File: src/rtl/hzd_pkg.sv
package hzd_pkg;

    typedef enum logic [1:0] {
        FS_RF  = 2'b00,
        FS_WB  = 2'b01,
        FS_MEM = 2'b10
    } fwd_sel_e;

    typedef enum logic [1:0] {
        ACT_RUN    = 2'd0,
        ACT_HOLD   = 2'd1,
        ACT_SQUASH = 2'd2
    } ctl_act_e;

    localparam int NUM_SRC = 2;

endpackage

File: src/rtl/hzd_match.sv
module hzd_match #(
    parameter int AW = 5
) (
    input  logic [AW-1:0] src,
    input  logic [AW-1:0] dst,
    input  logic          wen,
    output logic          hit
);
    localparam logic [AW-1:0] ZERO_REG = '0;

    // Register 0 is hard-wired; it never produces a dependence.
    always_comb begin
        hit = wen && (dst != ZERO_REG) && (src == dst);
    end
endmodule

File: src/rtl/hzd_interlock.sv
module hzd_interlock #(
    parameter bit FWD_EN = 1'b1,
    parameter int NSRC   = 2
) (
    input  logic            clk,
    input  logic            rst_n,
    input  logic [NSRC-1:0] hit_ex,
    input  logic [NSRC-1:0] hit_mem,
    input  logic [NSRC-1:0] hit_wb,
    input  logic            ex_load,
    output logic            stall
);
    always_comb begin
        if (FWD_EN) begin
            // Only load data arrives too late for the forward paths.
            stall = ex_load && (|hit_ex);
        end else begin
            // Wait until the producer has left write-back.
            stall = (|hit_ex) || (|hit_mem) || (|hit_wb);
        end
    end

    if (FWD_EN) begin : g_fwd_chk
        AST_LOAD_ONLY_STALL: assert property (@(posedge clk) disable iff (!rst_n)
            !ex_load |-> !stall);
    end else begin : g_nofwd_chk
        AST_WB_WAIT: assert property (@(posedge clk) disable iff (!rst_n)
            (|hit_wb) |-> stall);
    end
endmodule

File: src/rtl/hzd_fwd_reg.sv
module hzd_fwd_reg
    import hzd_pkg::*;
#(
    parameter bit FWD_EN = 1'b1
) (
    input  logic       clk,
    input  logic       rst_n,
    input  logic       hit_ex,
    input  logic       hit_mem,
    input  logic       stall,
    output logic [1:0] sel
);
    fwd_sel_e sel_q;
    fwd_sel_e sel_d;

    // Next select: producer in EX now sits in MEM next cycle, MEM moves to WB.
    always_comb begin
        sel_d = FS_RF;
        if (FWD_EN && !stall) begin
            unique case ({hit_ex, hit_mem})
                2'b10, 2'b11: sel_d = FS_MEM;
                2'b01:        sel_d = FS_WB;
                default:      sel_d = FS_RF;
            endcase
        end
    end

    always_ff @(posedge clk or negedge rst_n) begin
        if (!rst_n) begin
            sel_q <= FS_RF;
        end else begin
            sel_q <= sel_d;
        end
    end

    always_comb begin
        sel = sel_q;
    end

    AST_BUBBLE_CLEARS_SEL: assert property (@(posedge clk) disable iff (!rst_n)
        stall |=> (sel_q == FS_RF));

    if (!FWD_EN) begin : g_nofwd_chk
        AST_NOFWD_RF_ONLY: assert property (@(posedge clk) disable iff (!rst_n)
            sel_q == FS_RF);
    end
endmodule

File: src/rtl/hzd_action.sv
module hzd_action
    import hzd_pkg::*;
#(
    parameter bit DELAY_SLOT = 1'b0
) (
    input  logic clk,
    input  logic rst_n,
    input  logic stall,
    input  logic br_resolved,
    input  logic br_taken,
    output logic pc_hold,
    output logic idex_bubble,
    output logic ifid_flush
);
    ctl_act_e act;

    // Priority: hold, then squash, then run.
    always_comb begin
        if (stall) begin
            act = ACT_HOLD;
        end else if (br_resolved && br_taken && !DELAY_SLOT) begin
            act = ACT_SQUASH;
        end else begin
            act = ACT_RUN;
        end
    end

    always_comb begin
        pc_hold     = 1'b0;
        idex_bubble = 1'b0;
        ifid_flush  = 1'b0;
        unique case (act)
            ACT_HOLD: begin
                pc_hold     = 1'b1;
                idex_bubble = 1'b1;
            end
            ACT_SQUASH: ifid_flush = 1'b1;
            ACT_RUN:    ;
            default:    ;
        endcase
    end

    AST_FLUSH_TAKEN_ONLY: assert property (@(posedge clk) disable iff (!rst_n)
        ifid_flush |-> (br_resolved && br_taken));
    AST_HOLD_OVER_FLUSH: assert property (@(posedge clk) disable iff (!rst_n)
        stall |-> !ifid_flush);

    if (DELAY_SLOT) begin : g_slot_chk
        AST_SLOT_NEVER_FLUSHED: assert property (@(posedge clk) disable iff (!rst_n)
            !ifid_flush);
    end
endmodule

File: src/rtl/pipe_hazard_ctrl.sv
module pipe_hazard_ctrl
    import hzd_pkg::*;
#(
    parameter int AW         = 5,
    parameter bit FWD_EN     = 1'b1,
    parameter bit DELAY_SLOT = 1'b0
) (
    input  logic          clk,
    input  logic          rst_n,
    input  logic [AW-1:0] id_rs1,
    input  logic [AW-1:0] id_rs2,
    input  logic [AW-1:0] ex_rd,
    input  logic          ex_wr,
    input  logic          ex_load,
    input  logic [AW-1:0] mem_rd,
    input  logic          mem_wr,
    input  logic [AW-1:0] wb_rd,
    input  logic          wb_wr,
    input  logic          br_resolved,
    input  logic          br_taken,
    output logic [1:0]    fwd_a,
    output logic [1:0]    fwd_b,
    output logic          pc_hold,
    output logic          idex_bubble,
    output logic          ifid_flush
);
    localparam logic [AW-1:0] ZERO_REG = '0;

    logic [AW-1:0]      src_reg [NUM_SRC];
    logic [NUM_SRC-1:0] hit_ex;
    logic [NUM_SRC-1:0] hit_mem;
    logic [NUM_SRC-1:0] hit_wb;
    logic [1:0]         sel_w   [NUM_SRC];
    logic               stall;

    assign src_reg[0] = id_rs1;
    assign src_reg[1] = id_rs2;

    hzd_interlock #(.FWD_EN(FWD_EN), .NSRC(NUM_SRC)) u_lock (
        .clk     (clk),
        .rst_n   (rst_n),
        .hit_ex  (hit_ex),
        .hit_mem (hit_mem),
        .hit_wb  (hit_wb),
        .ex_load (ex_load),
        .stall   (stall)
    );

    for (genvar s = 0; s < NUM_SRC; s++) begin : g_src
        hzd_match #(.AW(AW)) u_m_ex (
            .src (src_reg[s]), .dst (ex_rd),  .wen (ex_wr),  .hit (hit_ex[s])
        );
        hzd_match #(.AW(AW)) u_m_mem (
            .src (src_reg[s]), .dst (mem_rd), .wen (mem_wr), .hit (hit_mem[s])
        );
        hzd_match #(.AW(AW)) u_m_wb (
            .src (src_reg[s]), .dst (wb_rd),  .wen (wb_wr),  .hit (hit_wb[s])
        );
        hzd_fwd_reg #(.FWD_EN(FWD_EN)) u_sel (
            .clk     (clk),
            .rst_n   (rst_n),
            .hit_ex  (hit_ex[s]),
            .hit_mem (hit_mem[s]),
            .stall   (stall),
            .sel     (sel_w[s])
        );
    end

    assign fwd_a = sel_w[0];
    assign fwd_b = sel_w[1];

    hzd_action #(.DELAY_SLOT(DELAY_SLOT)) u_act (
        .clk         (clk),
        .rst_n       (rst_n),
        .stall       (stall),
        .br_resolved (br_resolved),
        .br_taken    (br_taken),
        .pc_hold     (pc_hold),
        .idex_bubble (idex_bubble),
        .ifid_flush  (ifid_flush)
    );

    AST_MEM_FWD_ORIGIN: assert property (@(posedge clk) disable iff (!rst_n)
        (fwd_a == FS_MEM) |->
        $past(ex_wr && !ex_load && (ex_rd == id_rs1) && (id_rs1 != ZERO_REG)));
    AST_ZERO_SRC_NO_HOLD: assert property (@(posedge clk) disable iff (!rst_n)
        ((id_rs1 == ZERO_REG) && (id_rs2 == ZERO_REG)) |-> !pc_hold);
endmodule

File: config.mk
export PLATFORM = sky130hd
export DESIGN_NAME = pipe_hazard_ctrl
export DESIGN_NICKNAME = d
export VERILOG_FILES = /design/src/rtl/hzd_pkg.sv /design/src/rtl/hzd_match.sv /design/src/rtl/hzd_interlock.sv /design/src/rtl/hzd_fwd_reg.sv /design/src/rtl/hzd_action.sv /design/src/rtl/pipe_hazard_ctrl.sv
export SDC_FILE = /design/constraint.sdc
export NUM_CORES = 1
export LEC_CHECK = 0
export BUFFER_PORTS_ARGS = -buffer_cell sky130_fd_sc_hd__buf_2
export CORE_AREA = 4 4 41 43
export CTS_BUF_LIST = sky130_fd_sc_hd__clkbuf_16
export DETAILED_ROUTE_END_ITERATION = 7
export DIE_AREA = 0 0 45 47
export HOLD_SLACK_MARGIN = 0.1
export PLACE_DENSITY = 0.71
export SYNTH_ARGS = -nofsm -noshare
export SYNTH_HDL_FRONTEND = slang
export SYNTH_SLANG_ARGS = --single-unit
File: constraint.sdc
create_clock -name clk -period 2.8 [get_ports clk]
set_input_delay 0.56 -clock clk [delete_from_list [all_inputs] [get_ports clk]]
set_output_delay 0.56 -clock clk [all_outputs]
set_load 0.02 [all_outputs]
==> flow_summary.rst, run 1 <==
.. list-table::
   :header-rows: 1

   * - Metric
     - Value
   * - Count of input and output buffers
     - 33
   * - Critical-path cell list
     - buf_2 -> xor2_1 -> nor3_1 -> nand3_1 -> a211oi_1 -> nor2_1 -> buf_2
   * - Max FFs per register
     - 4
   * - Data required time of the critical path
     - 2.24 ns
   * - Initial standard-cell utilization of the core
     - about a third
   * - CP dominant cell by count
     - buf_2
   * - Post-CTS clock slew at the launch and capture registers of the worst setup and hold paths
     - 0.03 ns
   * - Async S/R FF share, synth
     - 100%
   * - Horizontal die dimension
     - around 45 um
   * - Post-route design area
     - ~670 um^2
   * - Synth top area cells
     - xor2_1 25%, dfrtp_1 24%, xnor2_1 17%
   * - Total Routing Usage GR
     - approximately 10%
   * - Rel. slew slack
     - 72.9%
   * - Syn Inst Count
     - 47
   * - Count of nets after finishing
     - ~120
   * - Total CTS buffers
     - 3
   * - Period Utilization, post-route
     - a little over four fifths
   * - Clock H-tree levels
     - 1
   * - Peak fanout along the critical path
     - 3
   * - DRC viols
     - 0
   * - Largest net degree at the start of global routing
     - 6
   * - Total Die Area
     - ~0.0021 mm^2
   * - Critical path arrival
     - about 1.8 ns
   * - Pre-Repair DR Iteration Count
     - 2
   * - Area leader, netlist
     - xor2_1
   * - Synth-to-layout area growth
     - 60.4%
   * - Via-to-Cell Ratio
     - ~4.6
   * - Highest Clock Rate
     - ~430 MHz
   * - Total vias in the final route
     - 446
   * - Final max-slew violation count
     - 0
   * - Count of state elements after synthesis
     - 4
   * - Total met3 wirelength after detailed routing
     - ~140 um
   * - Placed wire-length estimate after detailed placement
     - 915 um
   * - First-pass GRT wire length
     - around 1500 um
   * - Hold Slack
     - ~0.14 ns
   * - Hold Violations, Final
     - 0
   * - Core box area
     - about 0.0013 mm^2
   * - Total wirelength of the detailed-routed design
     - 994 um
   * - Post-synth top cells
     - 12 x xor2_1, 8 x xnor2_1, 6 x nor3_1, 4 x dfrtp_1, 4 x nand3_1
   * - Count of pins on the block boundary
     - 40
   * - Type of the most critical hold path
     - in -> async
   * - Critical Path Source Type
     - primary input
   * - Wire per inst
     - approximately 10 um
   * - Area share of the largest cell type after synthesis
     - 25.2%
   * - Chip Height
     - 47 um
   * - Count of different cell masters after synthesis
     - 15
   * - ANT cells
     - 0
   * - Sum of overflow across all layers after global routing
     - 0
   * - Layout cell share with drive strength beyond 1
     - 46.3%
   * - Largest voltage drop on the vdd net
     - just over 0.3 mV
   * - Vias in the first global route
     - 397
   * - Clk Tree Root Cell
     - clkbuf_16
   * - Worst-case clock buffer depth
     - 2
   * - Number of maximum-capacitance violations
     - 0
   * - Leading cell type by number of instances after synthesis
     - xor2_1
   * - Post-DP Area
     - ~590 um^2
   * - RSZ-0062 raised after global routing
     - no
   * - Hold buffers post-CTS
     - 0
   * - CTS tree
     - yes
   * - Number of enable-type register cells in the synthesized netlist
     - 0
   * - Detailed-route wire length on metal 1
     - between 300 and 400 um
   * - Share of the yosys chip area belonging to registers
     - about a quarter
   * - Synth Flop Type
     - dfrtp_1
   * - Final Wtd Congestion
     - between 0.7 and 0.8
   * - Final antenna-violating net count
     - 0
   * - Total clock sinks
     - 4
   * - Cell leakage power
     - roughly 0.33 nW
   * - Worst-path cell with the longest stage delay
     - a211oi_1
   * - Area of the mapped netlist
     - approximately 420 um^2
   * - First-iteration detailed-routing DRC count
     - 6
   * - Outcome
     - complete, no violations
   * - Antenna violations before repair
     - 0
   * - Number of buffers inserted to repair setup after CTS
     - 0
   * - Transition time at the pin with the least slew margin
     - around 0.40 ns
   * - Power density over the cells
     - just over 500 mW/mm^2
   * - Yosys warning count
     - 0
   * - CP Capture Type
     - output pin
   * - Number of cells upsized or downsized after cts
     - 0
   * - Mean instance size in the synthesized netlist
     - between 8 and 9 um^2
   * - DR WL met2
     - roughly 480 um
   * - Highest routing layer actually used
     - met4
   * - Syn_nets
     - 80
   * - Endpoints failing setup
     - 0
   * - Core utilization of the finished layout
     - 51.3%
   * - Number of rows created at floorplan
     - 13
   * - Maximum single-stage delay on the critical path
     - 0.36 ns
   * - Shortest period the worst path allows
     - around 2.4 ns
   * - Aggregate negative setup slack
     - 0 ns
   * - Startpoint-to-endpoint class of the critical path
     - in -> out
-- final timing paths --
kind | endpoint | from | cells past startpoint
min in group clk | g_src[0].u_sel.sel[1] | ex_load | 2
hold / removal | g_src[0].u_sel.sel[1] | rst_n | 1
max in group asynchronous | g_src[0].u_sel.sel[0] | rst_n | 1
setup / recovery | ifid_flush | ex_rd[3] | 7
-- logic make-up after synthesis --
family                    count (synthesis)  synth area share, %
xor gates and xnor gates                 20                 42.0
and+or+nand+nor                          16                 20.1
AOI/OAI and AO/OA                         5                 11.1
DFF                                       4                 24.0
buffers and inverters                     2                 2.70
-- power by group --
group | switching, mW | internal (mW) | total (mW)
Combinational | 0.0343 | 0.0334 | 0.0677
Sequential | 0.000124 | 0.0590 | 0.0591
Clock | 0.0333 | 0.182 | 0.215
-- cells in the final DEF (no fill, tap or decap), drive strengths merged --
cell type / synthesis / final
dfrtp: 4 / 4
nor3: 6 / 6
clkbuf: 0 / 3
nand3: 4 / 4
xor2: 12 / 12
xnor2: 8 / 8
nor2: 3 / 3
nand2: 1 / 1
inv: 1 / 1
or4: 2 / 2
a2111oi: 2 / 2
a211oi: 1 / 1
o21ai: 2 / 2
buf: 1 / 33
-- per-stage QoR --
| step | total power [mW] | setup WS, ns | instances |
|---|---|---|---|
| after floorplan | 0.0925 | 0.280 | 47 |
| after global placement | 0.127 | 0.440 | 94 |
| after detailed placement | 0.128 | 0.427 | 94 |
| after global routing | 0.360 | 0.296 | 97 |
| final | 0.342 | 0.448 | 97 |
| after CTS | 0.346 | 0.426 | 97 |
-- worst max-delay path, delay by kind of cell --
family / cells / cell delay, ns
buffers and inverters: 2 / 0.28
and+or+nand+nor: 3 / 0.44
AOI/OAI and AO/OA: 1 / 0.36
xor gates and xnor gates: 1 / 0.16
-- cell type report --
type | instances | area (um^2)
timing repair buffer | 33 | 165
inverter | 1 | 3.75
sequential | 4 | 100
clock buffer | 3 | 75.1
multi-input combinational | 41 | 305
fill | 127 | 633
tap | 15 | 18.8
-- routing by layer --
metal  global-route usage, %  up-vias
li1                        -      233
met1                    10.3      187
met2                    17.8       24
met3                    3.83        2
met4                    7.02        0
met5                       0        -
(Power assumes the default switching activity.)
==> run 2: changes to the inputs <==
- clock period: 2.8 -> 2.4 ns (I/O delays scaled with it)
==> flow_summary.rst, run 2 (same netlist as run 1, synthesis figures left out) <==
.. list-table::
   :header-rows: 1

   * - Metric
     - Value
   * - Buf+Inv Stages, Crit Path
     - 2
   * - Placed wire-length estimate after detailed placement
     - slightly above 900 um
   * - Core box area
     - 0.00130 mm^2
   * - Critical path arrival
     - around 1.7 ns
   * - Type of the most critical hold path
     - in -> reg
   * - Total vias in the final route
     - 452
   * - Register Area
     - roughly 100 um^2
   * - Startpoint of the tightest hold check path
     - ex_load
   * - Hold Violations, Final
     - 0
   * - ANT cells
     - 0
   * - First-iteration detailed-routing DRC count
     - 6
   * - Via-to-Cell Ratio
     - 4.61
   * - Cell leakage power
     - between 0.3 and 0.4 nW
   * - Final antenna-violating net count
     - 0
   * - Final max-slew violation count
     - 0
   * - Endpoint of the worst hold path
     - g_src[0].u_sel.sel[1]
   * - Wire per inst
     - slightly above 10 um
   * - Power density over the cells
     - just under 600 mW/mm^2
   * - Period Utilization, post-route
     - about nine tenths
   * - Design internal power
     - around 320 uW
   * - Largest net degree at the start of global routing
     - 6
   * - Chip Height
     - 47 um
   * - Largest voltage drop on the vdd net
     - between 0.3 and 0.4 mV
   * - Initial standard-cell utilization of the core
     - about a third
   * - Critical-path cell list
     - buf_2 -> xor2_1 -> nor3_1 -> nand3_1 -> a211oi_1 -> nor2_1 -> buf_2
   * - First-pass GRT wire length
     - around 1500 um
   * - Startpoint-to-endpoint class of the critical path
     - in -> out
   * - Pre-Repair DR Iteration Count
     - 2
   * - Horizontal die dimension
     - between 40 and 50 um
   * - # placed instances
     - 94
   * - Post-CTS clock slew at the launch and capture registers of the worst setup and hold paths
     - ~0.030 ns
   * - CTS tree
     - yes
   * - CP Capture Type
     - output pin
   * - Area of the multi-input gates
     - about 310 um^2
   * - Outcome
     - complete, no violations
   * - Kind of cell adding the most delay to the critical path
     - simple AND/OR/NAND/NOR gates
   * - Part of the total power dissipated in combinational logic
     - between 20% and 30%
   * - RSZ-0062 raised after global routing
     - no
   * - Worst-case clock buffer depth
     - 2
   * - Commonest cells after routing, fill and taps aside
     - 33 x buf_2, 12 x xor2_1, 8 x xnor2_1, 6 x nor3_1
   * - Count of nets after finishing
     - roughly 120
   * - Synth-to-layout area growth
     - 62.8%
   * - Worst slack, placed
     - approximately 0.19 ns
   * - Total power
     - around 400 uW
   * - Worst path setup slack after routing
     - about 0.21 ns
   * - Total Die Area
     - roughly 0.0021 mm^2
   * - Critical Path Source
     - ex_rd[3]
   * - Rel. slew slack
     - approximately 73%
   * - Critical Path Source Type
     - primary input
   * - Data required time of the critical path
     - 1.92 ns
   * - Clock H-tree levels
     - 1
   * - Total wirelength of the detailed-routed design
     - about 1000 um
   * - Number of cells upsized or downsized after cts
     - 0
   * - Worst-path cell with the longest stage delay
     - a211oi_1
   * - Transition time at the pin with the least slew margin
     - between 0.3 and 0.4 ns
   * - Most common cell after layout, fill and taps aside
     - buf_2
   * - Fraction of power consumed by sequential logic
     - between 10% and 20%
   * - Max FFs per register
     - 4
   * - Number of rows created at floorplan
     - 13
   * - Shortest period the worst path allows
     - 2.19 ns
   * - P_sw
     - roughly 79 uW
   * - Final Wtd Congestion
     - 0.756
   * - Worst hold path cell count
     - 2
   * - Total Routing Usage GR
     - around a tenth
   * - Count of input and output buffers
     - 33
   * - Net switching share of the total power
     - between 10% and 20%
   * - Core utilization of the finished layout
     - 52.1%
   * - Highest Clock Rate
     - 456 MHz
   * - Total clock sinks
     - 4
   * - Clock network power share
     - 62.7%
   * - Sum of overflow across all layers after global routing
     - 0
   * - DRC viols
     - 0
   * - Endpoints failing setup
     - 0
   * - Non-filler cells, final
     - 98
   * - Antenna violations before repair
     - 0
   * - Count of pins on the block boundary
     - 40
   * - Fill cell total of the finished layout
     - 128
   * - CP dominant cell by count
     - buf_2
   * - Clk Tree Root Cell
     - clkbuf_16
   * - Layout cell share with drive strength beyond 1
     - 45.8%
   * - Maximum single-stage delay on the critical path
     - between 0.3 and 0.4 ns
   * - Aggregate negative setup slack
     - 0 ns
   * - Vias in the first global route
     - just over 400
   * - Number of maximum-capacitance violations
     - 0
   * - Peak fanout along the critical path
     - 3
   * - Total CTS buffers
     - 3
-- run 2: cell count changes in the layout (fill, tap and decap cells not counted) --
cell and change:
dlygate4sd3_1 +1
-- run 2: power by group through the flow --
stage / Sequential [mW] / Combinational, mW / Clock [mW]
after global routing: 0.0690 / 0.0891 / 0.263
after floorplan: 0.0710 / 0.0369 / 0
final: 0.0690 / 0.0803 / 0.251
after detailed placement: 0.0697 / 0.0795 / 0
after CTS: 0.0690 / 0.0809 / 0.255
after global placement: 0.0697 / 0.0781 / 0
-- run 2: repair_timing --
action / in CTS / in global routing
setup buffers: 0 / 0
hold buffers: 1 / 0
hold endpoints to repair: 4 / 0
-- run 2: worst max path at each step --
stage                 endpoint  slack [ns]  cells past startpoint
floorplan           ifid_flush        0.04                      5
global route        ifid_flush        0.06                      7
global placement    ifid_flush        0.20                      7
finish              ifid_flush        0.21                      7
detailed placement  ifid_flush        0.19                      7
CTS                 ifid_flush        0.19                      7
-- run 2: cell type report --
cell class	count	area share [%]
Timing Repair Buffer	34	25.8
Clock buffer	3	11.1
Tap cell	15	2.77
Multi-Input combinational cell	41	45.0
Sequential cell	4	14.8
Inverter	1	0.554
-- run 2: routing by layer --
metal / wire length (um) / global-route usage (%) / part of all wire, % / vias to the layer above
met5: 0 / 0 / 0 / -
met4: 9 / 7.02 / 0.90 / 0
met3: 126 / 3.45 / 13 / 2
met2: 482 / 18.9 / 48 / 24
met1: 386 / 10.6 / 38 / 191
li1: - / - / - / 235
-- run 2: metrics by stage --
step                hold WS [ns]  area (um^2)
CTS                        0.483          678
finish                     0.485          678
floorplan                  0.184          417
detailed placement         0.285          593
global route               0.498          678
global placement           0.283          593
